### src/rtl/dseq_pkg.sv
package dseq_pkg;

  localparam int MAX_W = 64;

  // GF(2) inner product: AND is the field product, XOR-reduce is the sum.
  function automatic logic gf2_dot(input logic [MAX_W-1:0] row,
                                   input logic [MAX_W-1:0] digits);
    return ^(row & digits);
  endfunction

  // Matrix row j drives fraction bit (width-1-j): row 0 is the 1/2 weight.
  function automatic int row_to_bit(input int row, input int width);
    return width - 1 - row;
  endfunction

endpackage

### src/rtl/dseq_matrix_store.sv
module dseq_matrix_store #(
  parameter int DIMS   = 2,
  parameter int IDX_W  = 16,
  parameter int FRAC_W = 16,
  localparam int DIM_W = (DIMS > 1) ? $clog2(DIMS) : 1,
  localparam int ROW_W = (FRAC_W > 1) ? $clog2(FRAC_W) : 1
) (
  input  logic                          clk,
  input  logic                          rst_n,
  input  logic                          wr_en,
  input  logic [DIM_W-1:0]              wr_dim,
  input  logic [ROW_W-1:0]              wr_row,
  input  logic [IDX_W-1:0]              wr_data,
  output logic [DIMS*FRAC_W*IDX_W-1:0]  mat_flat
);

  for (genvar d = 0; d < DIMS; d++) begin : g_dim
    for (genvar r = 0; r < FRAC_W; r++) begin : g_row
      logic [IDX_W-1:0] row_q;
      logic             hit;
      assign hit = wr_en && (int'(wr_dim) == d) && (int'(wr_row) == r);
      always_ff @(posedge clk or negedge rst_n) begin
        if (!rst_n)   row_q <= '0;
        else if (hit) row_q <= wr_data;
      end
      assign mat_flat[(d*FRAC_W + r)*IDX_W +: IDX_W] = row_q;
    end
  end

endmodule

### src/rtl/dseq_index_ctr.sv
module dseq_index_ctr #(
  parameter int IDX_W = 16
) (
  input  logic             clk,
  input  logic             rst_n,
  input  logic             clr,
  input  logic             adv,
  output logic [IDX_W-1:0] idx,
  output logic             at_last
);

  always_ff @(posedge clk or negedge rst_n) begin
    if (!rst_n)   idx <= '0;
    else if (clr) idx <= '0;
    else if (adv) idx <= idx + 1'b1;
  end

  assign at_last = &idx;

endmodule

### src/rtl/dseq_coord_unit.sv
module dseq_coord_unit
  import dseq_pkg::*;
#(
  parameter int DIMS   = 2,
  parameter int IDX_W  = 16,
  parameter int FRAC_W = 16
) (
  input  logic [DIMS*FRAC_W*IDX_W-1:0] mat_flat,
  input  logic [IDX_W-1:0]             idx,
  output logic [DIMS*FRAC_W-1:0]       coord
);

  for (genvar d = 0; d < DIMS; d++) begin : g_dim
    for (genvar r = 0; r < FRAC_W; r++) begin : g_row
      localparam int BITPOS = row_to_bit(r, FRAC_W);
      logic [IDX_W-1:0] row_w;
      assign row_w = mat_flat[(d*FRAC_W + r)*IDX_W +: IDX_W];
      assign coord[d*FRAC_W + BITPOS] = gf2_dot(MAX_W'(row_w), MAX_W'(idx));
    end
  end

endmodule

### src/rtl/dseq_point_gen.sv
module dseq_point_gen #(
  parameter int DIMS   = 2,
  parameter int IDX_W  = 16,
  parameter int FRAC_W = 16,
  localparam int DIM_W = (DIMS > 1) ? $clog2(DIMS) : 1,
  localparam int ROW_W = (FRAC_W > 1) ? $clog2(FRAC_W) : 1
) (
  input  logic                   clk,
  input  logic                   rst_n,
  input  logic                   run_i,
  input  logic                   next_i,
  input  logic                   ld_we_i,
  input  logic [DIM_W-1:0]       ld_dim_i,
  input  logic [ROW_W-1:0]       ld_row_i,
  input  logic [IDX_W-1:0]       ld_data_i,
  output logic                   pt_valid_o,
  output logic                   pt_wrap_o,
  output logic [DIMS*FRAC_W-1:0] pt_frac_o
);

  // Named internal events, visible to the bound checker.
  logic                          adv_evt;
  logic                          ld_accept;
  logic                          at_last;
  logic [IDX_W-1:0]              idx_w;
  logic [DIMS*FRAC_W*IDX_W-1:0]  mat_flat;
  logic [DIMS*FRAC_W-1:0]        coord_w;

  assign adv_evt   = run_i && next_i;
  assign ld_accept = ld_we_i && !run_i;

  dseq_matrix_store #(.DIMS(DIMS), .IDX_W(IDX_W), .FRAC_W(FRAC_W)) u_store (
    .clk      (clk),
    .rst_n    (rst_n),
    .wr_en    (ld_accept),
    .wr_dim   (ld_dim_i),
    .wr_row   (ld_row_i),
    .wr_data  (ld_data_i),
    .mat_flat (mat_flat)
  );

  dseq_index_ctr #(.IDX_W(IDX_W)) u_idx (
    .clk     (clk),
    .rst_n   (rst_n),
    .clr     (!run_i),
    .adv     (adv_evt),
    .idx     (idx_w),
    .at_last (at_last)
  );

  dseq_coord_unit #(.DIMS(DIMS), .IDX_W(IDX_W), .FRAC_W(FRAC_W)) u_coord (
    .mat_flat (mat_flat),
    .idx      (idx_w),
    .coord    (coord_w)
  );

  always_ff @(posedge clk or negedge rst_n) begin
    if (!rst_n) begin
      pt_valid_o <= 1'b0;
      pt_wrap_o  <= 1'b0;
      pt_frac_o  <= '0;
    end else begin
      pt_valid_o <= adv_evt;
      pt_wrap_o  <= adv_evt && at_last;
      if (adv_evt) pt_frac_o <= coord_w;
    end
  end

endmodule

### config.mk
export PLATFORM = sky130hd
export DESIGN_NAME = dseq_point_gen
export DESIGN_NICKNAME = d
export VERILOG_FILES = /design/src/rtl/dseq_pkg.sv /design/src/rtl/dseq_matrix_store.sv /design/src/rtl/dseq_index_ctr.sv /design/src/rtl/dseq_coord_unit.sv /design/src/rtl/dseq_point_gen.sv
export SDC_FILE = /design/constraint.sdc
export NUM_CORES = 1
export LEC_CHECK = 0
export CAP_MARGIN = 20
export CORE_MARGIN = 2
export CORE_UTILIZATION = 63
export CTS_BUF_LIST = sky130_fd_sc_hd__clkbuf_16
export DETAILED_ROUTE_END_ITERATION = 7
export HOLD_SLACK_MARGIN = 0.02
export PLACE_DENSITY = 0.86
export SYNTH_ARGS = -nofsm -noshare
export SYNTH_HDL_FRONTEND = slang
export SYNTH_SLANG_ARGS = --single-unit
### constraint.sdc
create_clock -name clk -period 2.06 [get_ports clk]
set_input_delay 0.206 -clock clk [delete_from_list [all_inputs] [get_ports clk]]
set_output_delay 0.206 -clock clk [all_outputs]
set_load 0.1 [all_outputs]
=== Yosys cells after proc, flatten, opt, wreduce, memory -nomap -nowiden ===
Index checks and enable logic that the tools add are counted.

* Output and inout bits: 34
* Logic and storage cells: 160
* Input bits: 26
* Register bits: 562

* Eq/ne operators: 16
* Add/subtract/negate cells: 1
* Bitwise logic cells: 33
* Muxes and demuxes: 2
* Reductions and logical operators: 72

{| class="wikitable"
|+ Operators with widths
! cell !! number
|-
| $reduce_xor A64 Y1 || 32
|-
| $and A16 B16 Y16 || 32
|-
| $logic_and A1 B1 Y1 || 37
|-
| $eq A4 B4 Y1 const B || 8
|-
| $mux W16 || 2
|-
| $add A16 B1 Y16 const B || 1
|-
| $eq A4 B3 Y1 const B || 4
|-
| $reduce_and A16 Y1 || 1
|-
| $eq A4 B2 Y1 const B || 2
|-
| $eq A4 B1 Y1 const B || 1
|-
| $logic_not A4 Y1 || 1
|-
| $ne A2 B1 Y1 const B || 1
|-
| $logic_not A1 Y1 || 1
|-
| $not A1 Y1 || 1
|}

=== Logic depth before layout (Yosys ltp) ===
* Depth in word-level cells: 4
* Depth in mapped cells: 8
* Depth with buffers taken out: 6

=== By module ===
Synthesis repeated with hierarchy kept, for this count alone.

* Cells, all modules: 2,361
* Area total of the unflattened synthesis: 28,120.7 µm²

{| class="wikitable"
|+ By module, submodules not included
! module !! seq. area each (µm²) !! instances !! cells an instance !! area an instance (µm²)
|-
| dseq_matrix_store || 12,812.3 || 1 || 1,162 || 19,256.0
|-
| dseq_coord_unit || 0.0 || 1 || 1,040 || 6,658.9
|-
| dseq_point_gen || 850.8 || 1 || 74 || 1,388.8
|-
| dseq_index_ctr || 400.4 || 1 || 85 || 817.0
|}

=== Worst setup path after synthesis ===
OpenSTA, ideal clock, no wires.

* Path kind: in2reg
* From: input run_i
* To: register u_store.g_dim[1].g_row[9].row_q[10]
* Cell stages on the path: 5
* Data required time: 1.935 ns
* Setup slack: 0.142 ns
* Path buffers: 2
* Library setup time: 0.125 ns
* Data arrival time: 1.793 ns
* Cells stage by stage: or4b_1 clkbuf_1 nor2_1 buf_2 mux2_2

* Longest elaborated chain between the ends: 4

{| class="wikitable"
|+ RTL lines
! what !! RTL line !! RTL
|-
| from (decl) || dseq_point_gen.sv:10 || <nowiki>input logic run_i,</nowiki>
|-
| $logic_not A1 Y1 || n/a ||
|-
| $logic_and A1 B1 Y1 || dseq_point_gen.sv:30 || <nowiki>assign ld_accept = ld_we_i && !run_i;</nowiki>
|-
| $logic_and A1 B1 Y1 (2 in series) || dseq_matrix_store.sv:21 || <nowiki>assign hit = wr_en && (int'(wr_dim) == d) && (int'(wr_row) == r);</nowiki>
|-
| to (signal assigned) || dseq_matrix_store.sv:24 || <nowiki>else if (hit) row_q <= wr_data;</nowiki>
|-
| to (decl) || dseq_matrix_store.sv:19 || <nowiki>logic [IDX_W-1:0] row_q;</nowiki>
|}

Every way passes these cells.
A chain may end at the register's enable or synchronous reset.

=== Final worst setup path ===
* From: register u_idx.idx[13]
* To: register pt_frac_o[0]

* Longest elaborated chain between the ends: 2

{| class="wikitable"
|+ RTL lines
! what !! RTL line !! RTL
|-
| from (decl) || dseq_index_ctr.sv:8 || <nowiki>output logic [IDX_W-1:0] idx,</nowiki>
|-
| from (signal assigned) || dseq_index_ctr.sv:15 || <nowiki>else if (adv) idx <= idx + 1'b1;</nowiki>
|-
| $and A16 B16 Y16 || dseq_pkg.sv:8 || <nowiki>return ^(row & digits);</nowiki>
|-
| $reduce_xor A64 Y1 || dseq_pkg.sv:8 ||
|-
| to (signal assigned) || dseq_point_gen.sv:65 || <nowiki>if (adv_evt) pt_frac_o <= coord_w;</nowiki>
|-
| to (decl) || dseq_point_gen.sv:18 || <nowiki>output logic [DIMS*FRAC_W-1:0] pt_frac_o</nowiki>
|}

Every way passes these cells.

==> metrics.txt <==
# TYPE chip_impl_metric gauge
chip_impl_metric{name="num_antenna_cells",unit=""} 0
chip_impl_metric{name="syn_inst",unit=""} 2403
chip_impl_metric{name="synth_sequential_area_ratio",unit=""} 0.510
chip_impl_info{name="kind_of_critical_path",value="reg2reg"} 1
chip_impl_metric{name="synthDistinctLibCells",unit=""} 32
chip_impl_metric{name="required",unit="ns"} 2.53
chip_impl_metric{name="cts_max_level",unit=""} 2
chip_impl_metric{name="finish.instance_area",unit="µm²"} 31800
chip_impl_metric{name="grt_first_pass_wirelength",unit="µm"} 111000
chip_impl_metric{name="final_min_period_over_clock_period",unit=""} 0.972
chip_impl_metric{name="min_period",unit="ns"} 2.00
chip_impl_metric{name="critical_path_arrival",unit="ns"} 2.48
chip_impl_metric{name="timing.final.setup_violations",unit=""} 0
chip_impl_info{name="crit_path_end_kind",value="register"} 1
chip_impl_metric{name="least_margin_pin_slew",unit="ns"} 0.589
chip_impl_metric{name="fp.dieH",unit="µm"} 213
chip_impl_metric{name="fp.dieW",unit="µm"} 213
chip_impl_metric{name="layoutNonFillerInstCount",unit=""} 3126
chip_impl_metric{name="cts_buffers",unit=""} 56
chip_impl_metric{name="globalRouteTotalUtil",unit=""} 0.328
chip_impl_metric{name="die_area",unit="µm²"} 45400
chip_impl_metric{name="detail_route.first_pass.iterations",unit=""} 5
chip_impl_metric{name="fraction_of_power_consumed_by_combinational_cells",unit=""} 0.124
chip_impl_metric{name="antenna_found_initial",unit=""} 0
chip_impl_metric{name="postRouteWirelength",unit="µm"} 71900
chip_impl_metric{name="synth_seq_cells",unit=""} 562
chip_impl_info{name="layout_commonest_cell",value="sky130_fd_sc_hd__dfrtp_1"} 1
chip_impl_metric{name="cap_violations",unit=""} 0
chip_impl_metric{name="via_total_after_detailed_routing",unit=""} 18600
chip_impl_metric{name="ant_nets",unit=""} 0
chip_impl_info{name="startpoint_type",value="register"} 1
chip_impl_metric{name="clk_transition_reported_paths",unit="ns"} 0.06
chip_impl_info{name="worst_r2r_startpoint",value="u_idx.idx[13]"} 1
chip_impl_metric{name="timing_hold_violations_final",unit=""} 0
chip_impl_info{name="ctsRootBufferMaster",value="sky130_fd_sc_hd__clkbuf_16"} 1
chip_impl_metric{name="dpl_cell_area",unit="µm²"} 30000
chip_impl_metric{name="power.internal",unit="mW"} 20.0
chip_impl_metric{name="area_delta_synth_final",unit="%"} 15.5
chip_impl_metric{name="first_global_vias",unit=""} 19500
chip_impl_info{name="timing.critical_path.from",value="u_idx.idx[13]"} 1
chip_impl_metric{name="total_power",unit="mW"} 26.9
chip_impl_metric{name="place.detailed.hpwl",unit="µm"} 41600
chip_impl_metric{name="leakagePower",unit="nW"} 13.8
chip_impl_metric{name="grt_total_ovfl",unit=""} 0
chip_impl_info{name="outcome",value="completed"} 1
chip_impl_metric{name="avgSynthCellArea",unit="µm²"} 11.5
chip_impl_metric{name="power_switching",unit="mW"} 6.89
chip_impl_metric{name="clkPwrFrac",unit=""} 0.386
chip_impl_metric{name="largest_net_degree_at_the_start_of_global_routing",unit=""} 64
chip_impl_metric{name="placed_cells_incl_taps",unit=""} 3022
chip_impl_metric{name="worst_slack",unit="ns"} 0.0572
chip_impl_metric{name="max_freq",unit="MHz"} 499
chip_impl_metric{name="yosys_warnings",unit=""} 0
chip_impl_metric{name="fraction_of_layout_instances_using_a_drive_strength_above_1",unit=""} 0.300
chip_impl_metric{name="detailedPlace.worstSlack",unit="ns"} -0.426
chip_impl_metric{name="slew_violations",unit=""} 0
chip_impl_metric{name="max-slew-margin-rel",unit=""} 0.608
chip_impl_metric{name="critical_path_peak_fanout",unit=""} 15
chip_impl_metric{name="cts.sinks",unit=""} 562
chip_impl_metric{name="drcViolationCount",unit=""} 0
chip_impl_metric{name="starting_density_of_the_core",unit=""} 0.639
chip_impl_metric{name="floorplan.io_pins",unit=""} 60
chip_impl_metric{name="skew",unit="ns"} 0.0194
chip_impl_metric{name="fp-row-count",unit=""} 76
chip_impl_metric{name="synth_area",unit="µm²"} 27600
chip_impl_metric{name="final_estimated_routing_congestion_in_global_placement",unit=""} 0.829
chip_impl_metric{name="mappedNetlistNets",unit=""} 2430
chip_impl_metric{name="switching_share",unit=""} 0.256
chip_impl_metric{name="port_buffers",unit=""} 59
chip_impl_metric{name="power.sequential.fraction",unit=""} 0.491
chip_impl_metric{name="ir_drop",unit="V"} 0.000806
chip_impl_metric{name="clock_latency",unit="ns"} 0.61
chip_impl_metric{name="num-nets-final",unit=""} 2523
chip_impl_metric{name="cts_buffer_depth",unit=""} 3
chip_impl_metric{name="detail_route.wl_per_cell",unit="µm"} 23.0
chip_impl_info{name="tritoncts",value="yes"} 1
chip_impl_metric{name="routed_via_density",unit=""} 5.95
chip_impl_info{name="min_delay_worst_type",value="in2async"} 1
chip_impl_metric{name="core_area",unit="µm²"} 43200
chip_impl_info{name="most_frequent_cells_in_the_layout",value="sky130_fd_sc_hd__dfrtp_1, sky130_fd_sc_hd__nand2_1, sky130_fd_sc_hd__mux2_2, sky130_fd_sc_hd__xnor2_1, sky130_fd_sc_hd__xor2_1"} 1
chip_impl_metric{name="pwr_density_cell",unit="nW/µm²"} 845
chip_impl_metric{name="drt_first_iter_violations",unit=""} 1598
chip_impl_metric{name="post_cts_setup_buffer_count",unit=""} 0
registers in the layout, summed over array words and instances, names as in the netlist:
name                       flops
u_store.g_dim.g_row.row_q    512
pt_wrap_o                      1
u_idx.idx                     16
pt_valid_o                     1
pt_frac_o                     32
worst max-delay path: stages, from the launching register on:
cell                      delay [ns]
sky130_fd_sc_hd__dfrtp_1        0.39
sky130_fd_sc_hd__buf_4          0.33
sky130_fd_sc_hd__nand2_1        0.12
sky130_fd_sc_hd__xnor2_1        0.24
sky130_fd_sc_hd__xnor2_1        0.13
sky130_fd_sc_hd__xnor2_1        0.26
sky130_fd_sc_hd__xnor2_2        0.17
sky130_fd_sc_hd__buf_4          0.15
sky130_fd_sc_hd__a21oi_1        0.06
final timing paths:
path | end | slack [ns] | depth (start not counted)
max in group asynchronous | u_store.g_dim[1].g_row[5].row_q[7] | 1.15 | 3
setup reg to reg | pt_frac_o[0] | 0.06 | 8
min in group clk | u_store.g_dim[0].g_row[3].row_q[12] | 0.38 | 3
hold reg to reg | u_store.g_dim[0].g_row[12].row_q[7] | 0.49 | 1
hold / removal | u_store.g_dim[1].g_row[6].row_q[3] | 0.15 | 2
setup / recovery | pt_frac_o[0] | 0.06 | 8
kinds of logic (layout without fill, tap and decap cells):
| group | Yosys count | in the layout | synth area share |
|---|---|---|---|
| AND/OR/NAND/NOR | 632 | 632 | 0.0927 |
| flip-flops | 562 | 562 | 0.510 |
| multiplexers | 513 | 513 | 0.210 |
| XOR/XNOR | 493 | 493 | 0.157 |
| buffers and inverters | 166 | 304 | 0.0239 |
| AO/OA/AOI/OAI | 36 | 36 | 0.00672 |
| adder cells (fa/ha/maj) | 1 | 1 | 0.000454 |
cell type report:
class	instances	area, µm²
timing repair buffer	200	2330
sequential	562	14100
tap	585	732
clock inverter	46	428
fill	2663	11300
multi-input combinational	1675	12900
inverter	1	3.75
clock buffer	57	1430
routing by layer:
layer	track usage	vias to the layer above	wire length (µm)
li1	-	7999	-
met1	0.434	9555	28600
met2	0.534	808	34100
met3	0.0613	232	6260
met4	0.137	0	2960
met5	0	-	0
cells in the mapped netlist (all sizes together):
library cell | number | share of area
a21boi | 2 | 0.00054
a21oi | 32 | 0.0058
and2 | 14 | 0.0032
and3 | 5 | 0.0011
and3b | 1 | 0.00032
and4 | 2 | 0.00064
buf | 33 | 0.0058
clkbuf | 132 | 0.018
dfrtp | 562 | 0.51
ha | 1 | 0.00045
inv | 1 | 0.00014
mux2 | 512 | 0.21
mux2i | 1 | 0.00036
nand2 | 528 | 0.072
nand2b | 4 | 0.00091
nand3 | 8 | 0.0015
nand4 | 5 | 0.0011
nor2 | 49 | 0.0069
nor2b | 3 | 0.00068
nor3 | 2 | 0.00073
nor4 | 1 | 0.00045
nor4b | 2 | 0.0011
o21ai | 2 | 0.00036
or3 | 5 | 0.0011
or4 | 1 | 0.00027
or4b | 2 | 0.00073
xnor2 | 363 | 0.12
xor2 | 130 | 0.041
per-stage QoR:
step | setup TNS [ns] | util | hold slack (ns)
floorplan | 0 | - | -0.0896
global placement | -68.61 | 0.694 | 0.200
detailed placement | -91.58 | 0.694 | 0.194
CTS | 0 | 0.737 | 0.142
global route | -0.00214 | 0.737 | 0.172
finish | 0 | 0.737 | 0.147
timing repair:
| action | 4_1_cts | 5_1_grt |
|---|---|---|
| hold buffers | 1 | 0 |
| gates resized for setup | 0 | 1 |
| endpoints found under the hold margin | 223 | 0 |
| setup endpoints to repair | 0 | 1 |
power by group through the flow:
stage          combinational, mW  clock, mW  sequential [mW]
2_1_floorplan               1.65          0             13.7
3_3_place_gp                3.15          0             13.3
3_5_place_dp                3.28          0             13.4
4_1_cts                     3.32       10.5             13.2
5_1_grt                     3.52       10.9             13.4
6_report                    3.33       10.4             13.2
Note: power is estimated with default switching activity, not from simulation.
